[config.mk]
export PLATFORM = sky130hd
export DESIGN_NAME = pulse_tdc
export DESIGN_NICKNAME = d
export VERILOG_FILES = /design/src/rtl/tdc_pkg.sv /design/src/rtl/tdc_sync.sv /design/src/rtl/tdc_edge_sampler.sv /design/src/rtl/tdc_window_ctrl.sv /design/src/rtl/tdc_out_hold.sv /design/src/rtl/pulse_tdc.sv
export SDC_FILE = /design/constraint.sdc
export NUM_CORES = 1
export LEC_CHECK = 0
export ABC_AREA = 1
export CORE_ASPECT_RATIO = 1.75
export CORE_MARGIN = 3
export CORE_UTILIZATION = 53
export CTS_CLUSTER_SIZE = 14
export DETAILED_ROUTE_END_ITERATION = 12
export PLACE_DENSITY = 0.8
export REMOVE_ABC_BUFFERS = 1
export SYNTH_ARGS = -nofsm -noshare
export SYNTH_HDL_FRONTEND = slang
export SYNTH_SLANG_ARGS = --single-unit
[constraint.sdc]
create_clock -name clk_i -period 2.2 [get_ports clk_i]
set_clock_uncertainty 0.1 [all_clocks]
set_input_delay 0.66 -clock clk_i [delete_from_list [all_inputs] [get_ports clk_i]]
set_output_delay 0.66 -clock clk_i [all_outputs]
set_load 0.03 [all_outputs]
[src/rtl/tdc_pkg.sv]
package tdc_pkg;
  localparam int CNT_W  = 24;
  localparam int TAG_W  = 8;
  localparam int MASK_W = 32;
  localparam int WORD_W = MASK_W + TAG_W + CNT_W;

  typedef struct packed {
    logic [MASK_W-1:0] mask;
    logic [TAG_W-1:0]  tag;
    logic [CNT_W-1:0]  cnt;
  } tdc_word_t;

  typedef enum logic [1:0] {
    ST_IDLE,
    ST_ARMED,
    ST_ACTIVE,
    ST_DONE
  } win_state_e;
endpackage

[src/rtl/tdc_sync.sv]
module tdc_sync #(
  parameter int W      = 1,
  parameter int STAGES = 2
) (
  input  logic         clk_i,
  input  logic         rst_ni,
  input  logic [W-1:0] d_i,
  output logic [W-1:0] q_o
);
  logic [W-1:0] stg_q [STAGES];

  always_ff @(posedge clk_i or negedge rst_ni) begin
    if (!rst_ni) begin
      for (int i = 0; i < STAGES; i++) stg_q[i] <= '0;
    end else begin
      stg_q[0] <= d_i;
      for (int i = 1; i < STAGES; i++) stg_q[i] <= stg_q[i-1];
    end
  end

  assign q_o = stg_q[STAGES-1];
endmodule

[src/rtl/tdc_edge_sampler.sv]
module tdc_edge_sampler #(
  parameter int W    = 1,
  parameter bit DUAL = 1'b1
) (
  input  logic         clk_i,
  input  logic         rst_ni,
  input  logic [W-1:0] d_i,
  output logic [W-1:0] rise_o
);
  logic [W-1:0] merged;
  logic [W-1:0] sync_q;
  logic [W-1:0] prev_q;

  if (DUAL) begin : g_dual
    logic [W-1:0] pos_q, neg_q;

    always_ff @(posedge clk_i or negedge rst_ni) begin
      if (!rst_ni) pos_q <= '0;
      else         pos_q <= d_i;
    end

    // falling-edge capture catches pulses narrower than one period
    always_ff @(negedge clk_i or negedge rst_ni) begin
      if (!rst_ni) neg_q <= '0;
      else         neg_q <= d_i;
    end

    assign merged = pos_q | neg_q;
  end else begin : g_single
    assign merged = d_i;
  end

  tdc_sync #(.W(W), .STAGES(2)) u_sync (
    .clk_i  (clk_i),
    .rst_ni (rst_ni),
    .d_i    (merged),
    .q_o    (sync_q)
  );

  always_ff @(posedge clk_i or negedge rst_ni) begin
    if (!rst_ni) prev_q <= '0;
    else         prev_q <= sync_q;
  end

  assign rise_o = sync_q & ~prev_q;
endmodule

[src/rtl/tdc_window_ctrl.sv]
module tdc_window_ctrl
  import tdc_pkg::*;
#(
  parameter int ITER_W = 16
) (
  input  logic              clk_i,
  input  logic              rst_ni,
  input  logic              arm_i,
  input  logic [CNT_W-1:0]  cfg_max_i,
  input  logic [ITER_W-1:0] cfg_iter_i,
  input  logic              trig_rise_i,
  input  logic              hit_i,
  output logic              rec_o,
  output logic [CNT_W-1:0]  cnt_o,
  output logic              done_o,
  output logic              clr_o
);
  win_state_e        state_q;
  logic [CNT_W-1:0]  cnt_q, max_q;
  logic [ITER_W-1:0] left_q;
  logic              arm_ok;
  logic              last_tick;

  assign arm_ok    = (state_q == ST_IDLE) && arm_i;
  assign last_tick = (state_q == ST_ACTIVE) && (cnt_q == max_q);

  always_ff @(posedge clk_i or negedge rst_ni) begin
    if (!rst_ni) begin
      state_q <= ST_IDLE;
      cnt_q   <= '0;
      max_q   <= '0;
      left_q  <= '0;
    end else begin
      unique case (state_q)
        ST_IDLE: if (arm_i) begin
          max_q   <= cfg_max_i;
          left_q  <= cfg_iter_i;
          state_q <= (cfg_iter_i == '0) ? ST_DONE : ST_ARMED;
        end
        ST_ARMED: if (trig_rise_i) begin
          cnt_q   <= '0;
          state_q <= ST_ACTIVE;
        end
        ST_ACTIVE: begin
          cnt_q <= cnt_q + 1'b1;
          if (last_tick) begin
            left_q  <= left_q - 1'b1;
            state_q <= (left_q == ITER_W'(1)) ? ST_DONE : ST_ARMED;
          end
        end
        ST_DONE: state_q <= ST_IDLE;
        default: state_q <= ST_IDLE;
      endcase
    end
  end

  assign rec_o  = (state_q == ST_ACTIVE) && hit_i;
  assign cnt_o  = cnt_q;
  assign done_o = (state_q == ST_DONE);
  assign clr_o  = arm_ok;
endmodule

[src/rtl/tdc_out_hold.sv]
module tdc_out_hold #(
  parameter int W = 64
) (
  input  logic         clk_i,
  input  logic         rst_ni,
  input  logic         push_i,
  input  logic [W-1:0] word_i,
  input  logic         clr_i,
  input  logic         ready_i,
  output logic         valid_o,
  output logic [W-1:0] data_o,
  output logic         ovf_o
);
  logic         vld_q, ovf_q;
  logic [W-1:0] data_q;
  logic         room;

  assign room = !vld_q || ready_i;

  always_ff @(posedge clk_i or negedge rst_ni) begin
    if (!rst_ni) begin
      vld_q  <= 1'b0;
      data_q <= '0;
    end else if (push_i && room) begin
      vld_q  <= 1'b1;
      data_q <= word_i;
    end else if (vld_q && ready_i) begin
      vld_q  <= 1'b0;
    end
  end

  always_ff @(posedge clk_i or negedge rst_ni) begin
    if (!rst_ni)            ovf_q <= 1'b0;
    else if (clr_i)         ovf_q <= 1'b0;
    else if (push_i && !room) ovf_q <= 1'b1;
  end

  assign valid_o = vld_q;
  assign data_o  = data_q;
  assign ovf_o   = ovf_q;
endmodule

[src/rtl/pulse_tdc.sv]
module pulse_tdc
  import tdc_pkg::*;
#(
  parameter int N_CH   = 8,
  parameter int ITER_W = 16
) (
  input  logic              clk_i,
  input  logic              rst_ni,
  input  logic              arm_i,
  input  logic [CNT_W-1:0]  cfg_max_i,
  input  logic [ITER_W-1:0] cfg_iter_i,
  input  logic              trig_i,
  input  logic [TAG_W-1:0]  tag_i,
  input  logic [N_CH-1:0]   pulse_i,
  output logic              m_tvalid_o,
  input  logic              m_tready_i,
  output logic [WORD_W-1:0] m_tdata_o,
  output logic              done_o,
  output logic              overflow_o
);
  logic [N_CH-1:0]   ch_rise;
  logic              trig_rise;
  logic [TAG_W-1:0]  tag_s;
  logic              rec;
  logic              clr;
  logic [CNT_W-1:0]  cnt;
  logic [MASK_W-1:0] mask_ext;
  tdc_word_t         word;

  tdc_edge_sampler #(.W(N_CH), .DUAL(1'b1)) u_ch (
    .clk_i  (clk_i),
    .rst_ni (rst_ni),
    .d_i    (pulse_i),
    .rise_o (ch_rise)
  );

  // same path as the channels so relative timing is preserved
  tdc_edge_sampler #(.W(1), .DUAL(1'b1)) u_trig (
    .clk_i  (clk_i),
    .rst_ni (rst_ni),
    .d_i    (trig_i),
    .rise_o (trig_rise)
  );

  tdc_sync #(.W(TAG_W), .STAGES(2)) u_tag (
    .clk_i  (clk_i),
    .rst_ni (rst_ni),
    .d_i    (tag_i),
    .q_o    (tag_s)
  );

  tdc_window_ctrl #(.ITER_W(ITER_W)) u_ctrl (
    .clk_i       (clk_i),
    .rst_ni      (rst_ni),
    .arm_i       (arm_i),
    .cfg_max_i   (cfg_max_i),
    .cfg_iter_i  (cfg_iter_i),
    .trig_rise_i (trig_rise),
    .hit_i       (|ch_rise),
    .rec_o       (rec),
    .cnt_o       (cnt),
    .done_o      (done_o),
    .clr_o       (clr)
  );

  always_comb begin
    mask_ext             = '0;
    mask_ext[N_CH-1:0]   = ch_rise;
    word.mask            = mask_ext;
    word.tag             = tag_s;
    word.cnt             = cnt;
  end

  tdc_out_hold #(.W(WORD_W)) u_out (
    .clk_i   (clk_i),
    .rst_ni  (rst_ni),
    .push_i  (rec),
    .word_i  (word),
    .clr_i   (clr),
    .ready_i (m_tready_i),
    .valid_o (m_tvalid_o),
    .data_o  (m_tdata_o),
    .ovf_o   (overflow_o)
  );
endmodule

After elaboration in Yosys (flattened, before gate mapping). Cells that the tools add are included. Widths: inputs -> output; s select.

Bits in registers: 169. Input bits: 61. Output and inout port bits: 67. Word-level logic and storage cells: 70.

Add/subtract/negate cells: 2. Equality and inequality tests: 8. Multiplexer cells: 15. Bitwise gates (word level): 6. Reductions and logical operators: 20.

Operator list (count): $pmux 24 s2 (1); $mux 16 (2); $pmux 16 s2 (1); $add 24x1->24 const B (1); $eq 24x24->1 (1); $mux 24 (1); $eq 16x1->1 const B (1); $logic_not 16->1 (1); $sub 16x1->16 const B (1); $mux 2 (5); $and 8x8->8 (1); $not 8->8 (1); $or 8x8->8 (1); $pmux 2 s4 (1); $reduce_bool 2->1 (4); $reduce_or 8->1 (1); $logic_and 1x1->1 (6); $reduce_and 3->1 (2); $eq 2x2->1 const B (2); $mux 1 (4); $ne 2x2->1 const B (2); $reduce_and 2->1 (2); $eq 2x1->1 const B (1); $logic_not 1->1 (2); 6 further kinds (6).

Logic depth before layout (Yosys ltp).
Depth after elaboration: 7. Gate-level depth with buffers: 12. Gate-level depth less buffers: 12.

By module. A second synthesis with hierarchy kept.

Cell total of the unflattened synthesis: 977. Area, all modules: 8505.7 um^2.

Modules (own cells, without submodules): tdc_window_ctrl (instances 1, cells each 553, area each 3972.6 um^2, sequential area each 1651.6 um^2); tdc_out_hold (instances 1, cells each 286, area each 2635.0 um^2, sequential area each 1651.6 um^2); tdc_sync (u_ch.u_sync ...) (instances 2, cells each 24, area each 460.4 um^2, sequential area each 400.4 um^2); tdc_edge_sampler (u_ch) (instances 1, cells each 64, area each 770.7 um^2, sequential area each 600.6 um^2); tdc_edge_sampler (u_trig) (instances 1, cells each 8, area each 96.3 um^2, sequential area each 75.1 um^2); pulse_tdc (instances 1, cells each 16, area each 60.1 um^2, sequential area each 0.0 um^2); tdc_sync (u_trig.u_sync) (instances 1, cells each 2, area each 50.0 um^2, sequential area each 50.0 um^2).

==> parameters.txt <==
Parameter                              Value

Setup path
  Critical Path, Cell by Cell    nand2_1, inv_1, dlygate4sd2_1
  Req. time, crit path    1.44 ns
  Worst EP arrival    1.38 ns
  Count of buffering cells on the critical path with inverters included    2
  Sort of element at the end of the critical path    output pin
  Max Fanout on Critical Path    3
  Crit Path Class    flip-flop to output pin
  Critical Path Max Stage Delay    0.42 ns
  Gate family responsible for the most delay along the worst path    buffers and inverters
  Startpoint type of the worst setup path    flip-flop
  CP max-delay cell    sky130_fd_sc_hd__dfrtp_1

Detailed routing
  Number of search-and-repair iterations in the first detailed-routing pass    5
  Routed length per instance    about 15 um
  Wire length after detailed routing    around 17000 um
  Via count of the routed design    6039
  DRC violation count after routing    0
  Number of vias per cell    5.29
  DRT iter0 DRCs    341
  Antenna viol nets, final    0

Clocking
  Depth of the CTS H-tree    4
  CTS tree    built
  Clock slew at the register clock pins of the worst setup and hold paths    0.07 ns
  CTS sink cnt    roughly 170
  Number of buffers inserted during clock tree synthesis    17
  Number of buffers on the longest clock path    2
  Root Buffer Master    sky130_fd_sc_hd__clkbuf_16
  Latest clock arrival within the worst-skew pair    0.42 ns

STA
  Final-report max-slew violation count    0
  Measured slew at the worst slew-check pin    0.697 ns
  Period utilization    97.2%
  Hold Violations, Final    0
  Relative slew margins    53.5%
  F_max    0.468 GHz
  Unrepaired setup endpoints after global routing    false
  Setup tns final    0 ns
  Worst setup margin    0.0610 ns
  Final min period    2.14 ns
  Final setup violation count    0

Die
  Site Rows    56
  Effective utilization at floorplan    55.0%
  Total die area    0.0156 sq mm
  Count of boundary I/O pins    128
  Floorplan die width    95.8 um
  Die height    163 um
  Placeable core region    ~0.014 sq mm

Global routing
  Via count of the first global-routing pass    6138
  Number of antenna violations at the first check in global routing    0
  GRT Residual Overflow    0
  Gr usage total    24.3%
  Maximum number of pins on one net before global-route repair    83
  Global-route wire length before repair    29300 um

Place
  Pre-CTS worst setup slack    -0.280 ns
  Global placement routability congestion    0.906
  Number of port buffers    103
  Estimated wirelength of the detail-placed design    12100 um
  Placed insts    1108

Logic synthesis
  Synth unique cells    40
  Seq cells post-synth    around 170
  Most frequently used cell type in the post-synthesis netlist    sky130_fd_sc_hd__nand2_1
  Async S/R FF share, synth    100%
  Number of enable-type register cells in the synthesized netlist    0
  Synth area leaders    sky130_fd_sc_hd__dfrtp_1, sky130_fd_sc_hd__nand2_1, sky130_fd_sc_hd__nand4_1
  Cell area after synthesis    0.00748 sq mm
  Avg Inst Size Synth    8.81 sq um
  Share of the synthesized area in the top cell type    a little over half
  Cell accounting for the most synthesized area    sky130_fd_sc_hd__dfrtp_1
  Synth Instances    849
  Number of warnings issued by yosys    0
  Sequential area share after synthesis    56.5%
  Most frequent cells after synthesis    sky130_fd_sc_hd__nand2_1, sky130_fd_sc_hd__dfrtp_1, sky130_fd_sc_hd__inv_1
  Ys flop type    sky130_fd_sc_hd__dfrtp_1

Pwr
  Worst voltage drop across the vdd grid    a little under 600 uV
  Leakage power    0.00465 uW
  Power density over the cells    roughly 1100 mW/mm^2

Cells and area
  Diodes inserted    0
  Final net count    1018
  Fraction of layout cells with a size suffix above 1    a little under a tenth
  Synth-to-layout area growth    22.5%
  Final std cells w/o fill    1141

Outcome
  Result of the run    finished, final reports clean

Worst hold path
  Worst min-delay path class    flip-flop to flip-flop

Flow run
  Maxcap violations    0
## worst register-to-register path, delay by kind of cell, from the launching register on
family	cells	cell delay, ns
adder cells (fa/ha/maj)	1	0.22
AO/OA/AOI/OAI	1	0.13
AND/OR/NAND/NOR	6	0.98
flip-flops	1	0.43
## flip-flops by register name, summed over array words and instances, names as in the netlist
signal	count
u_ch.g_dual.neg_q	8
u_ch.g_dual.pos_q	8
u_ch.prev_q	8
u_ch.u_sync.q_o	8
u_ch.u_sync.stg_q	8
u_ctrl.cnt_o	24
u_ctrl.left_q	16
u_ctrl.max_q	24
u_ctrl.state_q	2
u_out.data_o	40
u_out.ovf_o	1
u_out.valid_o	1
u_tag.q_o	8
u_tag.stg_q	8
u_trig.g_dual.neg_q	1
u_trig.g_dual.pos_q	1
u_trig.prev_q	1
u_trig.u_sync.q_o	1
u_trig.u_sync.stg_q	1
## metrics by stage
step	power, uW	utilization (%)	instance area (sq um)	hold WS [ns]
floorplan	6200	-	7200	0.231
global placement	7310	63.4	8610	0.233
detailed placement	7420	63.4	8610	0.235
CTS	10300	67.4	9160	0.250
global route	10900	67.4	9160	0.258
finish	10200	67.4	9160	0.249
## where the power goes
group / internal (uW) / switching, uW
Clock: 1650 / 1330
Combinational: 1080 / 2010
Sequential: 3730 / 458
Total: 6450 / 3790
## cells in the final DEF, fill, tap and decap left out, types with 9 or more instances in the layout
cell type                         netlist  layout
sky130_fd_sc_hd__xnor2_1               16      16
sky130_fd_sc_hd__nand3_1               45      45
sky130_fd_sc_hd__inv_2                  9       9
sky130_fd_sc_hd__dfrtn_1                9       9
sky130_fd_sc_hd__dfrtp_1              160     160
sky130_fd_sc_hd__nand4_1               43      43
sky130_fd_sc_hd__nand2_1              271     271
sky130_fd_sc_hd__nand2_2               10      10
sky130_fd_sc_hd__buf_4                 25      16
sky130_fd_sc_hd__clkdlybuf4s50_1        0      59
sky130_fd_sc_hd__o21ai_1               10      10
sky130_fd_sc_hd__inv_1                 63      63
sky130_fd_sc_hd__nor2_1                54      53
sky130_fd_sc_hd__conb_1                 1      24
sky130_fd_sc_hd__or2_2                  9       9
sky130_fd_sc_hd__o21ai_0               31      31
sky130_fd_sc_hd__clkbuf_16              0      17
sky130_fd_sc_hd__dlygate4sd2_1          0      43
sky130_fd_sc_hd__a21oi_1               13      13
## cell families after synthesis
| logic type | share of synthesized area (%) |
|---|---|
| and+or+nand+nor | 27.0 |
| DFF | 56.5 |
| buffers and inverters | 8.56 |
| AOI/OAI and AO/OA | 4.57 |
| xor gates and xnor gates | 2.69 |
| adders and majority gates | 0.502 |
| other | 0.0501 |
| muxes | 0.134 |
## final cells by class
cell class              count  area, sq um
inverters                  73          274
repair buffers            122         1150
flip-flops and latches    169         4230
clock buffers              19          443
multi-input cells         571         2700
well taps                 174          218
clock inverters            13          150
fillers                  1117         4430
## worst paths after layout
path | startpoint | endpoint | slack, ns | cells after the start
setup / recovery | u_ctrl.state_q[0]$_DFFE_PN0P_ | done_o | 0.06 | 3
hold / removal | u_trig.u_sync.stg_q[1]$_DFF_PN0_ | u_trig.u_sync.q_o$_DFF_PN0_ | 0.25 | 0
setup reg to reg | u_ctrl.cnt_o[1]$_DFFE_PN0P_ | u_ctrl.cnt_o[16]$_DFFE_PN0P_ | 0.20 | 8
hold reg to reg | u_trig.u_sync.stg_q[1]$_DFF_PN0_ | u_trig.u_sync.q_o$_DFF_PN0_ | 0.25 | 0
max in group asynchronous | rst_ni | u_trig.g_dual.neg_q$_DFF_NN0_ | 0.16 | 2
min in group asynchronous | rst_ni | u_out.data_o[30]$_DFFE_PN0P_ | 0.56 | 2
## layer usage
layer	vias to the layer above	part of all wire (%)	track usage, %
li1	2871	-	-
met1	2907	37	27.4
met2	214	54	43.2
met3	47	4.9	4.24
met4	0	4.1	11.7
met5	-	0	0
## what timing repair did
action,CTS,global route
gates resized for setup,43,0
setup endpoints to repair,43,0
hold buffers,1,0
setup buffers,0,0
endpoints found under the hold margin,7,0
Note: power is estimated with default switching activity, not from simulation.
